<file path="src/rtl/stat_irq_pkg.sv">
package stat_irq_pkg;
  localparam int REG_W  = 32;
  localparam int ADDR_W = 3;

  localparam int OP_SVC_LSB = 8;
  localparam int OP_SVC_N   = 4;
  localparam int OP_LVL_LSB = 4;
  localparam int OP_LVL_N   = 4;
  localparam int CERR_LSB   = 2;
  localparam int CERR_N     = 4;
  localparam int SERR_LSB   = 0;
  localparam int SERR_N     = 2;

  localparam logic [ADDR_W-1:0] ADR_OP    = 3'd0;
  localparam logic [ADDR_W-1:0] ADR_MASK  = 3'd1;
  localparam logic [ADDR_W-1:0] ADR_CERR  = 3'd2;
  localparam logic [ADDR_W-1:0] ADR_CEN   = 3'd3;
  localparam logic [ADDR_W-1:0] ADR_SERR  = 3'd4;
  localparam logic [ADDR_W-1:0] ADR_SEN   = 3'd5;

  localparam logic [SERR_N-1:0] SEN_RESET = '1;

  typedef enum logic [2:0] {
    SEL_NONE, SEL_OP, SEL_MASK, SEL_CERR, SEL_CEN, SEL_SERR, SEL_SEN
  } rd_sel_e;

  typedef struct packed {
    logic    wrOp;
    logic    wrMask;
    logic    wrCerr;
    logic    wrCen;
    logic    wrSerr;
    logic    wrSen;
    rd_sel_e rdSel;
  } strobe_t;
endpackage

</file>
<file path="src/rtl/stat_sticky_bank.sv">
module stat_sticky_bank #(
  parameter int WIDTH = 4
) (
  input  logic             clk,
  input  logic             rstN,
  input  logic [WIDTH-1:0] setEvt,
  input  logic [WIDTH-1:0] clrReq,
  output logic [WIDTH-1:0] flags
);
  for (genvar i = 0; i < WIDTH; i++) begin : g_bit
    always_ff @(posedge clk) begin
      if (!rstN)          flags[i] <= 1'b0;
      else if (setEvt[i]) flags[i] <= 1'b1;
      else if (clrReq[i]) flags[i] <= 1'b0;
    end

    AST_SET_WINS: assert property (@(posedge clk) disable iff (!rstN)
      setEvt[i] |=> flags[i]);
    AST_CLEAR_ONE: assert property (@(posedge clk) disable iff (!rstN)
      (clrReq[i] && !setEvt[i]) |=> !flags[i]);
    AST_HOLD_IDLE: assert property (@(posedge clk) disable iff (!rstN)
      (!clrReq[i] && !setEvt[i]) |=> $stable(flags[i]));
  end
endmodule

</file>
<file path="src/rtl/stat_irq_ctrl.sv">
module stat_irq_ctrl
  import stat_irq_pkg::*;
(
  input  logic              clk,
  input  logic              rstN,
  input  logic              regWrEn,
  input  logic [ADDR_W-1:0] regAddr,
  output strobe_t           strobe
);
  always_comb begin
    strobe        = '0;
    strobe.rdSel  = SEL_NONE;
    unique case (regAddr)
      ADR_OP:   begin strobe.rdSel = SEL_OP;   strobe.wrOp   = regWrEn; end
      ADR_MASK: begin strobe.rdSel = SEL_MASK; strobe.wrMask = regWrEn; end
      ADR_CERR: begin strobe.rdSel = SEL_CERR; strobe.wrCerr = regWrEn; end
      ADR_CEN:  begin strobe.rdSel = SEL_CEN;  strobe.wrCen  = regWrEn; end
      ADR_SERR: begin strobe.rdSel = SEL_SERR; strobe.wrSerr = regWrEn; end
      ADR_SEN:  begin strobe.rdSel = SEL_SEN;  strobe.wrSen  = regWrEn; end
      default:  strobe.rdSel = SEL_NONE;
    endcase
  end

  AST_ONE_WRITE: assert property (@(posedge clk) disable iff (!rstN)
    $onehot0({strobe.wrOp, strobe.wrMask, strobe.wrCerr,
              strobe.wrCen, strobe.wrSerr, strobe.wrSen}));
endmodule

</file>
<file path="src/rtl/stat_irq_dp.sv">
module stat_irq_dp
  import stat_irq_pkg::*;
(
  input  logic                clk,
  input  logic                rstN,
  input  strobe_t             strobe,
  input  logic [REG_W-1:0]    regWrData,
  input  logic [OP_SVC_N-1:0] opEvt,
  input  logic [OP_LVL_N-1:0] opLvl,
  input  logic [CERR_N-1:0]   cerrEvt,
  input  logic [SERR_N-1:0]   serrEvt,
  output logic [REG_W-1:0]    regRdData,
  output logic                irq
);
  logic [OP_SVC_N-1:0] opFlags, opClr, opMask;
  logic [CERR_N-1:0]   cerrFlags, cerrClr, cerrEn;
  logic [SERR_N-1:0]   serrFlags, serrClr, serrEn;

  assign opClr   = strobe.wrOp   ? regWrData[OP_SVC_LSB +: OP_SVC_N] : '0;
  assign cerrClr = strobe.wrCerr ? regWrData[CERR_LSB +: CERR_N]     : '0;
  assign serrClr = strobe.wrSerr ? regWrData[SERR_LSB +: SERR_N]     : '0;

  stat_sticky_bank #(.WIDTH(OP_SVC_N)) u_opBank (
    .clk(clk), .rstN(rstN), .setEvt(opEvt), .clrReq(opClr), .flags(opFlags));
  stat_sticky_bank #(.WIDTH(CERR_N)) u_cerrBank (
    .clk(clk), .rstN(rstN), .setEvt(cerrEvt), .clrReq(cerrClr), .flags(cerrFlags));
  stat_sticky_bank #(.WIDTH(SERR_N)) u_serrBank (
    .clk(clk), .rstN(rstN), .setEvt(serrEvt), .clrReq(serrClr), .flags(serrFlags));

  always_ff @(posedge clk) begin
    if (!rstN) begin
      opMask <= '0;
      cerrEn <= '0;
      serrEn <= SEN_RESET;
    end else begin
      if (strobe.wrMask) opMask <= regWrData[OP_SVC_LSB +: OP_SVC_N];
      if (strobe.wrCen)  cerrEn <= regWrData[CERR_LSB +: CERR_N];
      if (strobe.wrSen)  serrEn <= regWrData[SERR_LSB +: SERR_N];
    end
  end

  always_comb begin
    regRdData = '0;
    unique case (strobe.rdSel)
      SEL_OP: begin
        regRdData[OP_SVC_LSB +: OP_SVC_N] = opFlags;
        regRdData[OP_LVL_LSB +: OP_LVL_N] = opLvl;
      end
      SEL_MASK: regRdData[OP_SVC_LSB +: OP_SVC_N] = opMask;
      SEL_CERR: regRdData[CERR_LSB +: CERR_N]     = cerrFlags;
      SEL_CEN:  regRdData[CERR_LSB +: CERR_N]     = cerrEn;
      SEL_SERR: regRdData[SERR_LSB +: SERR_N]     = serrFlags;
      SEL_SEN:  regRdData[SERR_LSB +: SERR_N]     = serrEn;
      default:  regRdData = '0;
    endcase
  end

  assign irq = (|(opFlags & ~opMask)) | (|(cerrFlags & cerrEn)) | (|(serrFlags & serrEn));

  AST_SEN_HOLD: assert property (@(posedge clk) disable iff (!rstN)
    !strobe.wrSen |=> $stable(serrEn));
  AST_MASK_HOLD: assert property (@(posedge clk) disable iff (!rstN)
    !strobe.wrMask |=> $stable(opMask));
  AST_IRQ_HAS_SOURCE: assert property (@(posedge clk) disable iff (!rstN)
    irq |-> ((|opFlags) || (|cerrFlags) || (|serrFlags)));
endmodule

</file>
<file path="src/rtl/stat_irq_unit.sv">
module stat_irq_unit
  import stat_irq_pkg::*;
(
  input  logic              clk,
  input  logic              rstN,
  input  logic              regWrEn,
  input  logic [ADDR_W-1:0] regAddr,
  input  logic [REG_W-1:0]  regWrData,
  output logic [REG_W-1:0]  regRdData,
  input  logic              outSvcEvt,
  input  logic              inSvcEvt,
  input  logic              outDoneEvt,
  input  logic              inDoneEvt,
  input  logic              outNotEmpty,
  input  logic              inNotEmpty,
  input  logic              outFull,
  input  logic              inFull,
  input  logic              inOverrunEvt,
  input  logic              outUnderrunEvt,
  input  logic              inUnderrunEvt,
  input  logic              outOverrunEvt,
  input  logic              clkUnderrunEvt,
  input  logic              clkOverrunEvt,
  output logic              irq
);
  strobe_t strobe;

  stat_irq_ctrl u_ctrl (
    .clk(clk), .rstN(rstN), .regWrEn(regWrEn), .regAddr(regAddr), .strobe(strobe));

  stat_irq_dp u_dp (
    .clk(clk), .rstN(rstN), .strobe(strobe), .regWrData(regWrData),
    .opEvt({inDoneEvt, outDoneEvt, inSvcEvt, outSvcEvt}),
    .opLvl({inFull, outFull, inNotEmpty, outNotEmpty}),
    .cerrEvt({outOverrunEvt, inUnderrunEvt, outUnderrunEvt, inOverrunEvt}),
    .serrEvt({clkOverrunEvt, clkUnderrunEvt}),
    .regRdData(regRdData), .irq(irq));
endmodule

</file>
<file path="config.mk">
export PLATFORM = sky130hd
export DESIGN_NAME = stat_irq_unit
export DESIGN_NICKNAME = d
export VERILOG_FILES = /design/src/rtl/stat_irq_pkg.sv /design/src/rtl/stat_sticky_bank.sv /design/src/rtl/stat_irq_ctrl.sv /design/src/rtl/stat_irq_dp.sv /design/src/rtl/stat_irq_unit.sv
export SDC_FILE = /design/constraint.sdc
export NUM_CORES = 1
export LEC_CHECK = 0
export BUFFER_PORTS_ARGS = -buffer_cell sky130_fd_sc_hd__buf_4
export CORE_ASPECT_RATIO = 1.4
export CORE_MARGIN = 2
export CORE_UTILIZATION = 37
export DETAILED_ROUTE_END_ITERATION = 12
export GPL_ROUTABILITY_DRIVEN = 0
export PLACE_DENSITY = 0.76
export SYNTH_ARGS = -nofsm -noshare
export SYNTH_HDL_FRONTEND = slang
export SYNTH_SLANG_ARGS = --single-unit
</file>
<file path="constraint.sdc">
create_clock -name clk -period 0.88 [get_ports clk]
set_input_delay 0.044 -clock clk [delete_from_list [all_inputs] [get_ports clk]]
set_output_delay 0.044 -clock clk [all_outputs]
set_load 0.02 [all_outputs]
</file>
-- After elaboration in Yosys (flattened, before gate mapping)
Index checks and enable logic that the tools add are counted.
- flip-flop bits (word level): 20
- bits of input ports: 52
- output and inout port bits: 33
- logic and storage cells: 79
- equal/unequal tests: 11
- muxes and demuxes: 35
- bitwise gates (word level): 6
- reduce and logical (&&, ||, !) cells: 14
- operator list (kind ; number):
    1-bit 2-to-1 mux ; 26
    2-bit nonzero test ; 10
    3-bit case mux with 6 select lines ; 1
    3-bit equality test (second input constant) ; 5
    3-bit by 2-bit equality test with 1-bit output (second input constant) ; 4
    4-bit AND ; 2
    4-bit 2-to-1 mux ; 2
    2-bit case mux with 2 select lines ; 2
    4-bit case mux with 2 select lines ; 1
    4-bit OR reduction ; 2
    3-bit by 1-bit equality test with 1-bit output (second input constant) ; 2
    2-bit case mux with 3 select lines ; 1
    2-bit 2-to-1 mux ; 2
    4-bit inverter ; 1
    3-bit zero test ; 1
    2-bit AND ; 1
    1-bit bitwise OR ; 2
    2-bit OR reduction ; 1

-- Depth between registers and ports, before layout
Gate-level depths: netlist of the first run.
- depth in word-level cells: 5
- gate-level depth with buffers: 5
- depth with buffers taken out: 3

-- Cells and area by module
A second synthesis of the first run with hierarchy kept.
- cells, all modules: 145
- area total of the unflattened synthesis: 1373.8 um^2
- by module, submodules not included (module ; instances ; cells an instance ; area an instance (um^2) ; sequential area each (um^2)):
    stat_irq_dp ; 1 ; 101 ; 868.3 ; 200.2
    stat_sticky_bank at u_dp.u_cerrBank ... ; 2 ; 12 ; 165.2 ; 80.1
    stat_irq_ctrl ; 1 ; 14 ; 92.6 ; 0.0
    stat_sticky_bank at u_dp.u_serrBank ; 1 ; 6 ; 82.6 ; 40.0

-- Worst setup path after synthesis of the first run
No wires, ideal clock.
- path kind: register to output
- start: reg u_dp.u_cerrBank.flags[3]
- end: out irq
- arrival: 0.969 ns
- required time: 0.836 ns
- setup slack: -0.133 ns
- stages on the path, launching flop included: 4
- buffers on the path: 0
- cell sequence: dfxtp_1 > a22o_1 > a221oi_1 > nand4_1
- word-level cells in the longest chain between the ends: 4
- RTL lines (item ; line ; source):
    start, declared ; stat_sticky_bank.sv:8 ; output logic [WIDTH-1:0] flags
    start signal, assigned by index ; stat_sticky_bank.sv:12 ; if (!rstN) flags[i] <= 1'b0;
    start signal, assigned by index ; stat_sticky_bank.sv:13 ; else if (setEvt[i]) flags[i] <= 1'b1;
    start signal, assigned by index ; stat_sticky_bank.sv:14 ; else if (clrReq[i]) flags[i] <= 1'b0;
    4-bit AND ; stat_irq_dp.sv:58 ; assign irq = (|(opFlags & ~opMask)) | (|(cerrFlags & cerrEn)) | (|(serrFlags & serrEn));
    4-bit OR reduction ; stat_irq_dp.sv:58 ;
    1-bit bitwise OR (2 in series) ; stat_irq_dp.sv:58 ;
    end, declared ; stat_irq_unit.sv:24 ; output logic irq
No other way between the ends.

-- Worst setup path in the final report of the first run
- start: reg u_dp.cerrEn[3]
- end: out irq
- word-level cells in the longest chain between the ends: 4
- RTL lines (item ; line ; source):
    start, declared ; stat_irq_dp.sv:16 ; logic [CERR_N-1:0] cerrFlags, cerrClr, cerrEn;
    start signal, assigned ; stat_irq_dp.sv:37 ; if (strobe.wrCen) cerrEn <= regWrData[CERR_LSB +: CERR_N];
    4-bit AND ; stat_irq_dp.sv:58 ;
    4-bit OR reduction ; stat_irq_dp.sv:58 ;
    1-bit bitwise OR (2 in series) ; stat_irq_dp.sv:58 ;
No other way between the ends.

==> results of run 1 <==
==> how the worst max path moves through the flow <==
stage / from / end / depth (start not counted)
floorplan: u_dp.u_cerrBank.flags[3]$_SDFFE_PN0P_ / irq / 3
global route: u_dp.cerrEn[3]$_SDFFE_PN0P_ / irq / 4
detailed placement: u_dp.u_cerrBank.flags[3]$_SDFFE_PN0P_ / irq / 4
CTS: u_dp.cerrEn[3]$_SDFFE_PN0P_ / irq / 4
finish: u_dp.cerrEn[3]$_SDFFE_PN0P_ / irq / 4
global placement: u_dp.u_cerrBank.flags[3]$_SDFFE_PN0P_ / irq / 4
==> critical path: cells and delay by family (launching register included) <==
| kind | cells | cell delay, ns |
|---|---|---|
| flip-flops | 1 | 0.31 |
| AND/OR/NAND/NOR | 1 | 0.11 |
| buffers and inverters | 1 | 0.18 |
| AO/OA/AOI/OAI | 2 | 0.44 |
==> cells in the mapped netlist <==
master	number
sky130_fd_sc_hd__buf_4	22
sky130_fd_sc_hd__dfxtp_1	20
sky130_fd_sc_hd__mux2i_1	20
sky130_fd_sc_hd__inv_1	14
sky130_fd_sc_hd__a31oi_1	10
sky130_fd_sc_hd__o21ai_0	10
sky130_fd_sc_hd__nor2b_1	8
sky130_fd_sc_hd__nor2_1	6
sky130_fd_sc_hd__nor3_1	6
sky130_fd_sc_hd__buf_2	4
sky130_fd_sc_hd__a22oi_1	3
sky130_fd_sc_hd__and2_1	3
sky130_fd_sc_hd__nand2_1	3
sky130_fd_sc_hd__a2bb2oi_1	2
sky130_fd_sc_hd__and4bb_1	2
sky130_fd_sc_hd__clkbuf_1	2
sky130_fd_sc_hd__nand2b_1	2
sky130_fd_sc_hd__nand4b_1	2
sky130_fd_sc_hd__a221oi_1	1
sky130_fd_sc_hd__a22o_1	1
sky130_fd_sc_hd__conb_1	1
sky130_fd_sc_hd__nand4_1	1
sky130_fd_sc_hd__nor4b_2	1
==> registers in the layout, indices dropped and copies added (netlist names) <==
| name | cells |
|---|---|
| u_dp.cerrEn | 4 |
| u_dp.opMask | 4 |
| u_dp.u_cerrBank.flags | 4 |
| u_dp.u_opBank.flags | 4 |
| u_dp.serrEn | 2 |
| u_dp.u_serrBank.flags | 2 |
==> logic make-up after synthesis <==
group | count (synthesis)
DFF | 20
buffers and inverters | 42
and+or+nand+nor | 34
muxes | 20
AOI/OAI and AO/OA | 27
other | 1
==> layer usage <==
metal,GRT usage [%],wire [um]
met4,8.547,57
met1,18.61,1179
met5,0,0
met3,1.235,153
met2,31.81,1766
==> final cells by class <==
type	count	area [um2]
Sequential cell	20	419.2
Inverter	14	52.55
Tap cell	39	48.80
Multi-Input combinational cell	101	719.4
Clock buffer	4	55.05
Fill cell	276	1247
Timing Repair Buffer	74	610.6
==> timing repair <==
item,in CTS,in global routing
gates resized for setup,23,6
buffers inserted,2,1
pin swaps,7,6
endpoints found under the hold margin,10,0
setup endpoints to repair,11,13
hold buffers,10,0
==> cell usage in the layout (no fill, tap or decap), drive strengths merged, types with 4 or more instances in the layout <==
cell type and count:
mux2i 20, dfxtp 20, nor2 6, a31oi 10, inv 14, nor3 6, dlygate4sd3 10, buf 64
conb 20, nor2b 8, clkbuf 4, o21ai 10
==> metrics by stage <==
| step | std cells | setup TNS (ns) | util (%) | hold WS [ns] |
|---|---|---|---|---|
| 2_1_floorplan | 163 | -0.08571 | - | 0.1448 |
| 3_3_place_gp | 236 | -0.9768 | 52.42 | 0.2400 |
| 3_5_place_dp | 236 | -1.150 | 52.42 | 0.2482 |
| 4_1_cts | 251 | -2.531 | 59.29 | 0.03063 |
| 5_1_grt | 252 | -2.942 | 60.44 | 0.03582 |
| 6_report | 252 | -2.332 | 60.44 | 0.03729 |
==> power groups by stage <==
| stage | clock network (W) | registers (W) | logic, W |
|---|---|---|---|
| 3_5_place_dp | 0 | 0.00100 | 0.000526 |
| 4_1_cts | 0.000701 | 0.000988 | 0.000587 |
| 2_1_floorplan | 0 | 0.000994 | 0.000367 |
| 5_1_grt | 0.000759 | 0.000995 | 0.000653 |
| 6_report | 0.000678 | 0.000990 | 0.000607 |
| 3_3_place_gp | 0 | 0.00100 | 0.000516 |
==> impl_results.rst, run 1 <==
.. list-table::
   :header-rows: 1

   * - Metric
     - Value
   * - Biggest cell delay along the critical path
     - 0.31 ns
   * - Post-placement worst setup slack
     - -0.2002 ns
   * - Parity-gate share of the synthesized area counting xor and xnor cells
     - 0%
   * - Simple-Gate Fraction of Synth Area
     - 17.01%
   * - Largest buffer count on any clock path
     - 2
   * - Total iterations of the first detailed-routing run
     - 4
   * - Power consumption
     - 0.002276 W
   * - Final number of hold-violating endpoints
     - 0
   * - Cell area power density
     - 1194 nW/um2
   * - Buffers added on ports
     - 42
   * - Placeable core region
     - 3153 um2
   * - Cell types with the largest area share after synthesis
     - sky130_fd_sc_hd__dfxtp_1, sky130_fd_sc_hd__mux2i_1, sky130_fd_sc_hd__buf_4
   * - Number of CTS-inserted buffers
     - 3
   * - CTS sink cnt
     - 20
   * - Post-Synth Adder-Cell Area
     - 0%
   * - Syn_area_per_cell
     - 8.532 um2
   * - Series of cell instances along the critical path
     - a22o_1 > a221oi_2 > nand4_1 > buf_4
   * - Least setup slack across all paths after layout
     - -0.4619 ns
   * - Number of cell instances on the worst register-to-register path
     - 4
   * - DRC Markers
     - 0
   * - Post-synthesis register bit count
     - 20
   * - Count of antenna diodes in the layout
     - 0
   * - Number of global-route vias before repair
     - 1126
   * - Dominant combinational cell family by area after synthesis
     - buffers and inverters
   * - Unrepaired setup endpoints after global routing
     - true
   * - Data arrival time at the worst-slack endpoint
     - 1.30 ns
   * - Cell area after technology mapping
     - 1229 um2
   * - Leakage Power
     - 0.9170 nW
   * - Vert. Die Dim
     - 72.19 um
   * - Startpoint-to-endpoint class of the critical path
     - reg2out
   * - Starting density of the core
     - 38.97%
   * - Top cell type's share of synthesized area
     - 32.59%
   * - Total GRT Usage
     - 17.07%
   * - Maximum number of pins on one net before global-route repair
     - 21
   * - Worst R2R End
     - u_dp.cerrEn[0]$_SDFFE_PN0P_
   * - P&R area growth vs syn
     - 55.09%
   * - Multiplexer fraction of the synthesized cell area
     - 16.29%
   * - Fraction of power consumed by combinational cells
     - 26.7%
   * - Routed wire length
     - 3157 um
   * - # nets final
     - 266
   * - Post-synthesis cell count
     - 144
   * - H-tree level count
     - 1
   * - Cell type of the slowest stage on the worst timing path
     - sky130_fd_sc_hd__dfxtp_1
   * - Final setup skew
     - 0 ns
   * - Wire per inst
     - 12.53 um
   * - Sequential share of power
     - 43.5%
   * - Startpoint Class
     - flop
   * - Setup violators final
     - 11
   * - Achievable clock frequency
     - 745.2 MHz
   * - Crit path time final
     - 1.342 ns
   * - Cell type contributing the most total cell area after synthesis
     - sky130_fd_sc_hd__dfxtp_1
   * - Number of vias after detailed routing
     - 1202
   * - HPWL after detailed placement
     - 2311 um
   * - Instance area at placement
     - 1653 um2
   * - Die extent in x
     - 52.70 um
   * - Hold wc startpoint
     - outDoneEvt
   * - Register-to-register path setup slack
     - 0.05 ns
   * - Kind of end point of the critical path
     - primary output
   * - Final slew viol count
     - 0
   * - Die area
     - 3804 um2
   * - Wire length of the first global-routing pass
     - 4830 um
   * - Initial antenna violation count
     - 0
   * - Maximum fanout along the worst path
     - 2
   * - Remaining global-route overflow
     - 0
   * - Cell Rows
     - 24
   * - Worst hold endpoint
     - u_dp.u_opBank.flags[2]$_SDFFE_PN0P_
   * - First-iteration detailed-routing DRC count
     - 15
   * - Sw Share
     - 27.03%
   * - Classification of the worst-slack hold path
     - in2reg
   * - Clock transition at the registers of the reported paths
     - 0.07 ns
   * - Result of the run
     - finished with violations
   * - Fraction of the cycle the final worst path needs
     - 152.5%
   * - Startpoint of the most critical register-to-register path
     - u_dp.cerrEn[0]$_SDFFE_PN0P_
   * - Cells on Worst Hold Path
     - 3
   * - Post-route cell area
     - 1906 um2
   * - Int Power
     - 0.001660 W
   * - Master cell of the clock root buffer
     - sky130_fd_sc_hd__clkbuf_8
   * - Final antenna-violating net count
     - 0
   * - Max IR drop VDD
     - 0.7418 mV
   * - Critical path data required time
     - 0.84 ns
   * - TritonCTS clock tree
     - done
   * - Clock latency of the later-clocked register in the worst-skew pair
     - 0.25 ns
   * - Number of top-level pins
     - 85
   * - Number of max-capacitance violations reported
     - 0
   * - Proportion of layout cells with a drive suffix above 1
     - 45.07%
   * - Switching Power
     - 0.0006151 W
   * - Failing checks
     - setup timing
   * - Compound-Gate Fraction of Synth Area
     - 13.85%
   * - Sequential cell area fraction in the yosys report
     - 32.59%
   * - Yosys warnings
     - 0
   * - Via density
     - 4.770
   * - Distinct cell type count after synthesis
     - 23
   * - Clock power frac
     - 29.8%
Power figures use the tool's default switching activity.
==> run 2, diff against run 1 <==
GPL_TIMING_DRIVEN = 0   (was not set)
==> run 2 against run 1 <==
Net effect:
- the flow still finishes with violations (setup timing)
- largest cell class unchanged
- highest routed layer unchanged
- clock power up 4.7%
- worst setup slack got worse by 0.026 ns
- clock skew unchanged
- sequential cell count is the same
- combinational power down 1%
- sequential share of layout area rose by 0.24 points
- critical path depth unchanged
==> impl_results.rst, run 2 (same netlist as run 1, synthesis figures left out) <==
.. list-table::
   :header-rows: 1

   * - Metric
     - Value
   * - Wire per inst
     - 12.09 um (-3.5%)
   * - Remaining global-route overflow
     - 0 (unchanged)
   * - Fraction of the cycle the final worst path needs
     - 155.5% (+3.0 points)
   * - Most common cell after layout, fill and taps aside
     - sky130_fd_sc_hd__buf_4
   * - Vert. Die Dim
     - 72.19 um (unchanged)
   * - Starting density of the core
     - 38.97% (unchanged)
   * - Setup violators final
     - 11 (unchanged)
   * - HPWL after detailed placement
     - 2257 um (-2.4%)
   * - Maximum fanout along the worst path
     - 2 (unchanged)
   * - Proportion of layout cells with a drive suffix above 1
     - 45.16% (+0.091 points)
   * - Clock latency of the later-clocked register in the worst-skew pair
     - 0.26 ns (about the same)
   * - Cell Rows
     - 24 (unchanged)
   * - Post-route cell area
     - 1891 um2 (-0.79%)
   * - Biggest cell delay along the critical path
     - 0.33 ns (+0.02 ns)
   * - Placeable core region
     - 3153 um2 (unchanged)
   * - Result of the run
     - finished with violations
   * - Cell area power density
     - 1219 nW/um2 (+2.0%)
   * - Least setup slack across all paths after layout
     - -0.4882 ns (-0.02630 ns)
   * - Unrepaired setup endpoints after global routing
     - true
   * - Clock transition at the registers of the reported paths
     - 0.08 ns (about the same)
   * - Register-to-register path setup slack
     - 0.13 ns (+0.08 ns)
   * - Buffers added on ports
     - 39 (-7.1%)
   * - End-of-flow core utilization
     - 59.96% (-0.48 points)
   * - Final slew viol count
     - 0 (unchanged)
   * - Master cell of the clock root buffer
     - sky130_fd_sc_hd__clkbuf_8
   * - Maximum number of pins on one net before global-route repair
     - 12 (-43%)
   * - Crit path time final
     - 1.368 ns (+0.02630 ns)
   * - Most used cells in the layout excluding fill and tap cells
     - sky130_fd_sc_hd__buf_4, sky130_fd_sc_hd__conb_1, sky130_fd_sc_hd__mux2i_1, sky130_fd_sc_hd__dfxtp_2, sky130_fd_sc_hd__inv_1
   * - TritonCTS clock tree
     - done
   * - Number of max-capacitance violations reported
     - 0 (unchanged)
   * - Final total negative setup slack
     - -2.003 ns (+0.3299 ns)
   * - Number of CTS-inserted buffers
     - 3 (unchanged)
   * - Max IR drop VDD
     - 0.8717 mV (+18%)
   * - Number of global-route vias before repair
     - 1069 (-5.1%)
   * - Total iterations of the first detailed-routing run
     - 3 (-1)
   * - Cell type of the slowest stage on the worst timing path
     - sky130_fd_sc_hd__dfxtp_2
   * - H-tree level count
     - 1 (unchanged)
   * - # nets final
     - 270 (+1.5%)
   * - WHS
     - 0.03257 ns (-0.004725 ns)
   * - Total GRT Usage
     - 16.49% (-0.58 points)
   * - Final setup skew
     - 0 ns (unchanged)
   * - Kind of end point of the critical path
     - primary output
   * - Final antenna-violating net count
     - 0 (unchanged)
   * - Classification of the worst-slack hold path
     - in2reg
   * - CP Buf/Inv Count
     - 1 (unchanged)
   * - Series of cell instances along the critical path
     - a22o_1 > a221oi_2 > nand4_1 > buf_4
   * - Wire length of the first global-routing pass
     - 4657 um (-3.6%)
   * - Routed wire length
     - 3094 um (-2.0%)
   * - Die extent in x
     - 52.70 um (unchanged)
   * - First-iteration detailed-routing DRC count
     - 8 (-7)
   * - Achievable clock frequency
     - 730.9 MHz (-1.9%)
   * - Count of antenna diodes in the layout
     - 0 (unchanged)
   * - Critical path data required time
     - 0.84 ns (about the same)
   * - Via density
     - 4.660 (-2.3%)
   * - Instance area at placement
     - 1675 um2 (+1.4%)
   * - Data arrival time at the worst-slack endpoint
     - 1.32 ns (+0.02 ns)
   * - CTS sink cnt
     - 20 (unchanged)
   * - DRC Markers
     - 0 (unchanged)
   * - Number of vias after detailed routing
     - 1193 (-0.75%)
   * - Critical path's top delay family
     - compound AO/OA/AOI/OAI gates
   * - Die area
     - 3804 um2 (unchanged)
   * - Startpoint-to-endpoint class of the critical path
     - reg2out
   * - Number of top-level pins
     - 85 (unchanged)
   * - P&R area growth vs syn
     - 53.87%
   * - Final number of hold-violating endpoints
     - 0 (unchanged)
   * - Startpoint Class
     - flop
   * - Failing checks
     - setup timing
   * - Leakage Power
     - 0.9340 nW (+1.9%)
   * - Largest buffer count on any clock path
     - 2 (unchanged)
   * - Initial antenna violation count
     - 0 (unchanged)
==> run 2: changes by cell type in the layout (fill, tap and decap cells not counted) <==
cell / delta
sky130_fd_sc_hd__dfxtp_1: -1
sky130_fd_sc_hd__buf_2: +3
sky130_fd_sc_hd__buf_4: +4
sky130_fd_sc_hd__clkbuf_1: +2
sky130_fd_sc_hd__buf_6: -5
sky130_fd_sc_hd__mux2i_1: +1
sky130_fd_sc_hd__dfxtp_2: +1
sky130_fd_sc_hd__mux2i_4: -1
==> run 2: layout make-up <==
cell class | instances | area (um2)
Inverter | 14 | 52.55
Clock buffer | 4 | 55.05
Timing Repair Buffer | 50 | 407.9
Sequential cell | 20 | 420.4
Fill cell | 295 | 1262
Multi-Input combinational cell | 101 | 706.9
Buffer | 28 | 198.9
Tap cell | 39 | 48.80
==> run 2: tightest hold or removal path, cell delays in order <==
cell	delay (ns)
sky130_fd_sc_hd__buf_4	0.11
sky130_fd_sc_hd__inv_1	0.04
sky130_fd_sc_hd__a31oi_1	0.06
==> run 2: path summary, 6_finish.rpt <==
| kind | start | to | cells past startpoint |
|---|---|---|---|
| setup reg to reg | u_dp.cerrEn[3]$_SDFFE_PN0P_ | u_dp.cerrEn[3]$_SDFFE_PN0P_ | 3 |
| hold reg to reg | u_dp.serrEn[0]$_SDFFE_PN1P_ | u_dp.serrEn[0]$_SDFFE_PN1P_ | 2 |
| setup / recovery | u_dp.cerrEn[3]$_SDFFE_PN0P_ | irq | 4 |
| hold / removal | inDoneEvt | u_dp.u_opBank.flags[3]$_SDFFE_PN0P_ | 3 |
==> run 2: layer usage <==
| metal | wire length (um) | vias up | GRT usage, % |
|---|---|---|---|
| met1 | 1224 | 535 | 17.87 |
| li1 | - | 601 | - |
| met2 | 1561 | 48 | 29.31 |
| met4 | 106 | 0 | 10.26 |
| met3 | 202 | 9 | 2.058 |
| met5 | 0 | - | 0 |
==> run 2: power breakdown <==
| part | internal [W] | total (W) | switching (W) |
|---|---|---|---|
| sequential | 0.000956 | 0.000993 | 0.0000367 |
| combinational | 0.000310 | 0.000601 | 0.000291 |
| clock | 0.000399 | 0.000710 | 0.000311 |
==> run 2: stage by stage <==
| stage | setup WS, ns | cells | power (W) |
|---|---|---|---|
| floorplan | -0.08557 | 163 | 0.001361 |
| global placement | -0.2033 | 241 | 0.001538 |
| detailed placement | -0.1993 | 241 | 0.001546 |
| CTS | -0.5056 | 256 | 0.002304 |
| global route | -0.5688 | 256 | 0.002414 |
| finish | -0.4882 | 256 | 0.002304 |
==> run 2: what timing repair did <==
item | in CTS | in global routing
hold buffers | 10 | 0
resized for setup | 19 | 4
pin swaps | 2 | 0
endpoints found under the hold margin | 10 | 0
endpoints found under the setup margin | 13 | 13
setup buffers | 1 | 0
